--- src/rtl/sd2_pkg.sv ---
package sd2_pkg;

    parameter int unsigned SD2_CODE_W_DEF = 16;
    parameter int unsigned SD2_INT_W_DEF  = 20;
    parameter int unsigned SD2_DIV_DEF    = 10;

    // Where the quantizer decision comes from for one bit
    typedef enum logic [1:0] {
        QSEL_LOOP     = 2'd0,
        QSEL_FORCE_HI = 2'd1,
        QSEL_FORCE_LO = 2'd2
    } qsel_e;

endpackage

--- src/rtl/sd2_clkdiv.sv ---
module sd2_clkdiv #(
    parameter int unsigned CLK_DIV = 10
) (
    input  logic clk,
    input  logic rst,
    output logic mclk,
    output logic bit_tick
);

    localparam int unsigned CNT_W = (CLK_DIV > 2) ? $clog2(CLK_DIV) : 1;
    localparam int unsigned HALF  = CLK_DIV / 2;
    localparam logic [CNT_W-1:0] CNT_LAST = CNT_W'(CLK_DIV - 1);
    localparam logic [CNT_W-1:0] CNT_HALF = CNT_W'(HALF);

    typedef struct packed {
        logic [CNT_W-1:0] cnt;
        logic             mclk;
    } div_st_t;

    localparam div_st_t DIV_RST = '{cnt: CNT_LAST, mclk: 1'b0};

    div_st_t cur_q, nxt_d;

    always_comb begin
        nxt_d = cur_q;
        if (cur_q.cnt == CNT_LAST) begin
            nxt_d.cnt = '0;
        end else begin
            nxt_d.cnt = cur_q.cnt + 1'b1;
        end
        nxt_d.mclk = (nxt_d.cnt < CNT_HALF);
    end

    always_ff @(posedge clk) begin
        if (rst) begin
            cur_q <= DIV_RST;
        end else begin
            cur_q <= nxt_d;
        end
    end

    assign mclk     = cur_q.mclk;
    assign bit_tick = (cur_q.cnt == CNT_LAST);

endmodule

--- src/rtl/sd2_loop.sv ---
module sd2_loop
    import sd2_pkg::*;
#(
    parameter int unsigned CODE_W = 16,
    parameter int unsigned INT_W  = 20
) (
    input  logic              clk,
    input  logic              rst,
    input  logic              tick,
    input  logic [CODE_W-1:0] code,
    output logic              bit_o
);

    localparam int unsigned W2 = INT_W + 2;
    localparam logic signed [W2-1:0] FS_HALF = W2'(1) << (CODE_W - 1);
    localparam logic signed [W2-1:0] SAT_MAX = {3'b000, {(INT_W-1){1'b1}}};
    localparam logic signed [W2-1:0] SAT_MIN = {3'b111, {(INT_W-1){1'b0}}};

    typedef struct packed {
        logic signed [INT_W-1:0] i1;
        logic signed [INT_W-1:0] i2;
    } loop_st_t;

    // First integrator starts at a quarter of full scale so midscale alternates at once
    localparam loop_st_t LOOP_RST = '{i1: INT_W'(1) << (CODE_W - 2), i2: '0};

    loop_st_t cur_q, nxt_d;

    qsel_e                qsel;
    logic                 y;
    logic signed [W2-1:0] x_w, v_w, i1_x, i2_x, i1_nx;
    logic signed [INT_W-1:0] i1_n, i2_n;

    function automatic logic signed [INT_W-1:0] sat(input logic signed [W2-1:0] a);
        logic signed [INT_W-1:0] r;
        if (a > SAT_MAX) begin
            r = {1'b0, {(INT_W-1){1'b1}}};
        end else if (a < SAT_MIN) begin
            r = {1'b1, {(INT_W-1){1'b0}}};
        end else begin
            r = a[INT_W-1:0];
        end
        return r;
    endfunction

    always_comb begin
        if (code == '1) begin
            qsel = QSEL_FORCE_HI;
        end else if (code == '0) begin
            qsel = QSEL_FORCE_LO;
        end else begin
            qsel = QSEL_LOOP;
        end

        case (qsel)
            QSEL_FORCE_HI: y = 1'b1;
            QSEL_FORCE_LO: y = 1'b0;
            default:       y = ~cur_q.i2[INT_W-1];
        endcase

        x_w   = $signed(W2'(code)) - FS_HALF;
        v_w   = y ? FS_HALF : -FS_HALF;
        i1_x  = {{2{cur_q.i1[INT_W-1]}}, cur_q.i1};
        i2_x  = {{2{cur_q.i2[INT_W-1]}}, cur_q.i2};
        i1_n  = sat(i1_x + x_w - v_w);
        i1_nx = {{2{i1_n[INT_W-1]}}, i1_n};
        i2_n  = sat(i2_x + i1_nx - v_w);

        nxt_d = cur_q;
        if (tick) begin
            if (qsel != QSEL_LOOP) begin
                nxt_d = LOOP_RST;
            end else begin
                nxt_d.i1 = i1_n;
                nxt_d.i2 = i2_n;
            end
        end
    end

    always_ff @(posedge clk) begin
        if (rst) begin
            cur_q <= LOOP_RST;
        end else begin
            cur_q <= nxt_d;
        end
    end

    assign bit_o = y;

endmodule

--- src/rtl/sd2_bitstream_gen.sv ---
module sd2_bitstream_gen
    import sd2_pkg::*;
#(
    parameter int unsigned CODE_W  = SD2_CODE_W_DEF,
    parameter int unsigned INT_W   = SD2_INT_W_DEF,
    parameter int unsigned CLK_DIV = SD2_DIV_DEF
) (
    input  logic              clk,
    input  logic              rst,
    input  logic [CODE_W-1:0] code_in,
    input  logic              code_ld,
    output logic              mclkout,
    output logic              mdat
);

    localparam logic [CODE_W-1:0] MID_CODE = {1'b1, {(CODE_W-1){1'b0}}};

    typedef struct packed {
        logic [CODE_W-1:0] hold;
        logic [CODE_W-1:0] act;
        logic              mdat;
    } top_st_t;

    localparam top_st_t TOP_RST = '{hold: MID_CODE, act: MID_CODE, mdat: 1'b0};

    top_st_t           cur_q, nxt_d;
    logic              bit_tick;
    logic              mclk_w;
    logic              q_bit;
    logic [CODE_W-1:0] code_next;
    logic [CODE_W-1:0] code_act_q;

    sd2_clkdiv #(
        .CLK_DIV (CLK_DIV)
    ) u_div (
        .clk      (clk),
        .rst      (rst),
        .mclk     (mclk_w),
        .bit_tick (bit_tick)
    );

    sd2_loop #(
        .CODE_W (CODE_W),
        .INT_W  (INT_W)
    ) u_loop (
        .clk   (clk),
        .rst   (rst),
        .tick  (bit_tick),
        .code  (code_next),
        .bit_o (q_bit)
    );

    always_comb begin
        code_next = code_ld ? code_in : cur_q.hold;
        nxt_d      = cur_q;
        nxt_d.hold = code_next;
        if (bit_tick) begin
            nxt_d.act  = code_next;
            nxt_d.mdat = q_bit;
        end
    end

    always_ff @(posedge clk) begin
        if (rst) begin
            cur_q <= TOP_RST;
        end else begin
            cur_q <= nxt_d;
        end
    end

    assign code_act_q = cur_q.act;
    assign mclkout    = mclk_w;
    assign mdat       = cur_q.mdat;

endmodule

--- config.mk ---
export PLATFORM = sky130hd
export DESIGN_NAME = sd2_bitstream_gen
export DESIGN_NICKNAME = d
export VERILOG_FILES = /design/src/rtl/sd2_pkg.sv /design/src/rtl/sd2_clkdiv.sv /design/src/rtl/sd2_loop.sv /design/src/rtl/sd2_bitstream_gen.sv
export SDC_FILE = /design/constraint.sdc
export NUM_CORES = 1
export LEC_CHECK = 0
export BUFFER_PORTS_ARGS = -buffer_cell sky130_fd_sc_hd__buf_2
export CAP_MARGIN = 20
export CORE_AREA = 8 8 108 100
export CTS_CLUSTER_DIAMETER = 30
export CTS_CLUSTER_SIZE = 14
export DETAILED_ROUTE_END_ITERATION = 16
export DIE_AREA = 0 0 116 108
export HOLD_SLACK_MARGIN = 0.08
export MAX_ROUTING_LAYER = met4
export PLACE_DENSITY = 0.76
export SYNTH_ARGS = -nofsm -noshare
export SYNTH_HDL_FRONTEND = slang
export SYNTH_SLANG_ARGS = --single-unit
--- constraint.sdc ---
create_clock -name clk -period 9.25 [get_ports clk]
set_input_delay 1.3875 -clock clk [delete_from_list [all_inputs] [get_ports clk]]
set_output_delay 1.3875 -clock clk [all_outputs]
set_load 0.005 [all_outputs]
==> metrics list <==
- In this run the remaining antenna-violating nets after routing total 0.
* CTS root buf: clkbuf_8
* Global route hottest layer: met2
* Top cells by area, synth: dfxtp_1 25%, ha_1 13%, a221o_1 7.3%
- Cell accounting for the most synthesized area: dfxtp_1
* Post-route clock period utilization: 96.6%
- Once the floorplan was initialized, standard cells occupied 55.6% of the core.
* Wire length of the first global-routing pass: 22300 µm
* Final worst setup slack: 315 ps
* Final count of hold timing violations: 0
- Number of detailed-routing iterations run before antenna repair: 5
- Fraction of met3 tracks used by global routing: 2.95%
- In this run the cell area of the synthesized design comes to 4960 µm².
- Dividing the detail-routed via count by the number of cells gives 6.24.
- Pre-CTS setup slack: -370 ps
- The worst setup path is captured at a flip-flop.
- Largest net degree at the start of global routing: 40
- Final standard cell area without fillers: between 6000 and 7000 µm²
- Counting flops and latches in the post-synthesis netlist gives 62.
* Max Clock Freq: 0.112 GHz
* Yosys synthesis warning count: 0
- Total routing usage reported by global routing: 22.5%
- Sequential fraction of the synthesis area: 25.0%
- Headroom to the max-slew limit came out at 44.2%.
* Startpoint-to-endpoint class of the critical path: input pin to flip-flop
- After clock tree synthesis, the flow added hold-fix buffers numbering 0.
- For the pin with the worst max-slew slack, the measured transition is 836 ps.
- Wire per inst: between 15 and 20 µm
* Critical path's top delay family: compound AO/OA/AOI/OAI gates
- Row Count: 33
* Final RePlAce weighted congestion: 0.958
* TritonCTS clock tree: yes
* Number of distinct library cell variants in the gate-level netlist after synthesis: 67
- Via count of the first global-routing pass: 4872
* Total I/O pin count: 21
- Overflow left after global routing: 0
- When the netlist entered floorplanning its net count stood at 643.
* CP max stage cell: a2111oi_4
- The die is 108 µm tall.
- Die Wd: 116 µm
- At the worst endpoint, the arrival time is 9160 ps.
- The number of buffers and inverters on the critical path is 3.
- Number of enable-type register cells in the synthesized netlist: 0
- The run finished with clean final reports.
* TritonCTS sink count: slightly above 60
- The region available for standard cell placement spans 8920 µm².
- Top post-synthesis cells by count: 62 x dfxtp_1, 50 x ha_1, 39 x nor2_1, 36 x a221o_1, 32 x a21oi_1
* Hold path depth: 1
- After detailed placement, the total cell area comes to 5880 µm².
- Most numerous cell in the Yosys netlist: dfxtp_1
- Growth of design area from synthesis to finish: 29.1%
* Highest fanout seen on the critical path: 8
- Port-buffer cells: 20
- WP depth: 36
- Number of cells on the worst reg-to-reg path: 35
- Buffers inserted during clock tree synthesis total 9.
* Die ar.: ~13000 µm²
* Area share of the largest cell type after synthesis: 25.0%
* Slowest cell delay on critical path: 380 ps
- Total inserted antenna cells: 0
- The H-tree generated during clock tree synthesis spans 3 levels.
- Clock slew at reported path FFs: 70 ps
- For met2 alone, demand over resource in global routing was ~36%.
* Maximum capacitance violations: 0
- Post-synthesis cell count: 570
- Max-slew violations: 0
* Worst min-delay path startpoint: u_loop.cur_q[5]$_SDFFE_PP0N_
- The worst setup path is launched from an input pin.
- In this run the worst hold path is classified as flip-flop to flip-flop.
* Worst setup skew after layout: 9.32 ps
* Reg-to-Reg Start: cur_q[23]$_SDFF_PP0_
- The clock passes through at most 2 buffers.
* Via Count: 5026
- Hold timing on the final database bottoms out at a slack of 501 ps.
* Ys async rst share: 0%
* Most used flip-flop cell after synthesis: dfxtp_1
- The number of antenna violations at the first check in global routing came to 0.
- At the later pin of the worst-skew pair, clock insertion delay measures between 300 and 400 ps.
- After detailed routing, the number of remaining DRC violations is 0.
* Share of post-route cells with drive strength above 1: 29.1%
- For this run, the share of the core covered by cells in the final layout is a little under three quarters.
* Final setup violation count: 0
- Period minus WS final: 8930 ps
- Once detailed placement completed, the half-perimeter wirelength came to 10400 µm.
* First-iteration detailed-routing DRC count: 352
- Met1 Resource Use GR: 28.2%
* Critical path origin: code_ld
- At the worst endpoint, the required time is 9480 ps.
- A synthesized cell averages 8.71 µm².
- Net count of the finished layout: 752
* Final WL: about 14000 µm
## registers in the layout, indices dropped and copies added, names as in the netlist
signal	flops
u_div.cur_q	4
u_div.mclk	1
u_loop.cur_q	40
cur_q	16
mdat	1
## metrics by stage
stage                     cells  TNS, ps
after floorplan             570        0
after global placement      782    -1090
after detailed placement    782    -6550
after CTS                   798        0
after global routing        806     -239
final                       806        0
## cells in the final DEF (no fill, tap or decap), types with 5 or more instances in the layout
master,n
o2bb2ai_1,12
nor3_1,13
o21bai_1,6
nor2b_1,13
nand4_1,9
o21ai_1,10
clkbuf_8,11
mux2i_1,7
nor4_1,7
mux2_2,8
a21oi_1,27
xor2_1,12
nand3_1,10
buf_2,19
and2_1,7
nand2b_1,9
and3_1,6
ha_1,44
xnor2_1,22
a21o_1,14
o211ai_1,7
nand2_1,22
o21a_1,5
inv_1,23
dfxtp_1,62
o21ai_0,24
a211oi_1,6
a221o_1,36
nor2_1,38
buf_4,96
## layout make-up
cell class,count,area [µm²]
inverters,24,90.1
clock buffers,11,151
well taps,122,153
multi-input cells,465,3840
repair buffers,117,856
clock inverters,5,81.3
flip-flops and latches,62,1240
fillers,661,2510
## cell families after synthesis
group                    after synthesis  share of synthesized area (%)
multiplexers                          18                           3.83
AND/OR/NAND/NOR                      163                           17.6
AO/OA/AOI/OAI                        196                           29.6
adder cells (fa/ha/maj)               54                           14.2
XOR/XNOR                              34                           6.00
buffers and inverters                 43                           3.78
flip-flops                            62                           25.0
## repair_timing
item | 4_1_cts | 5_1_grt
gates resized for setup | 2 | 47
hold endpoints to repair | 0 | 0
setup endpoints to repair | 18 | 19
pin swaps | 0 | 21
setup buffers | 0 | 8
gates cloned | 0 | 0
## worst paths after layout
check	endpoint	slack, ps
worst min register to register	u_loop.cur_q[5]$_SDFFE_PP0N_	500
worst max register to register	u_loop.cur_q[16]$_SDFFE_PP0N_	1270
worst min-delay path	u_loop.cur_q[5]$_SDFFE_PP0N_	500
worst max-delay path	u_loop.cur_q[16]$_SDFFE_PP0N_	320
## per-layer routing
layer	wire [µm]	vias up
met5	0	-
met3	853	37
met2	6870	151
li1	-	2413
met1	6240	2425
met4	386	0
Power is not shown: default switching activity piles up to over one toggle a cycle in this logic, so the estimate is an artifact.
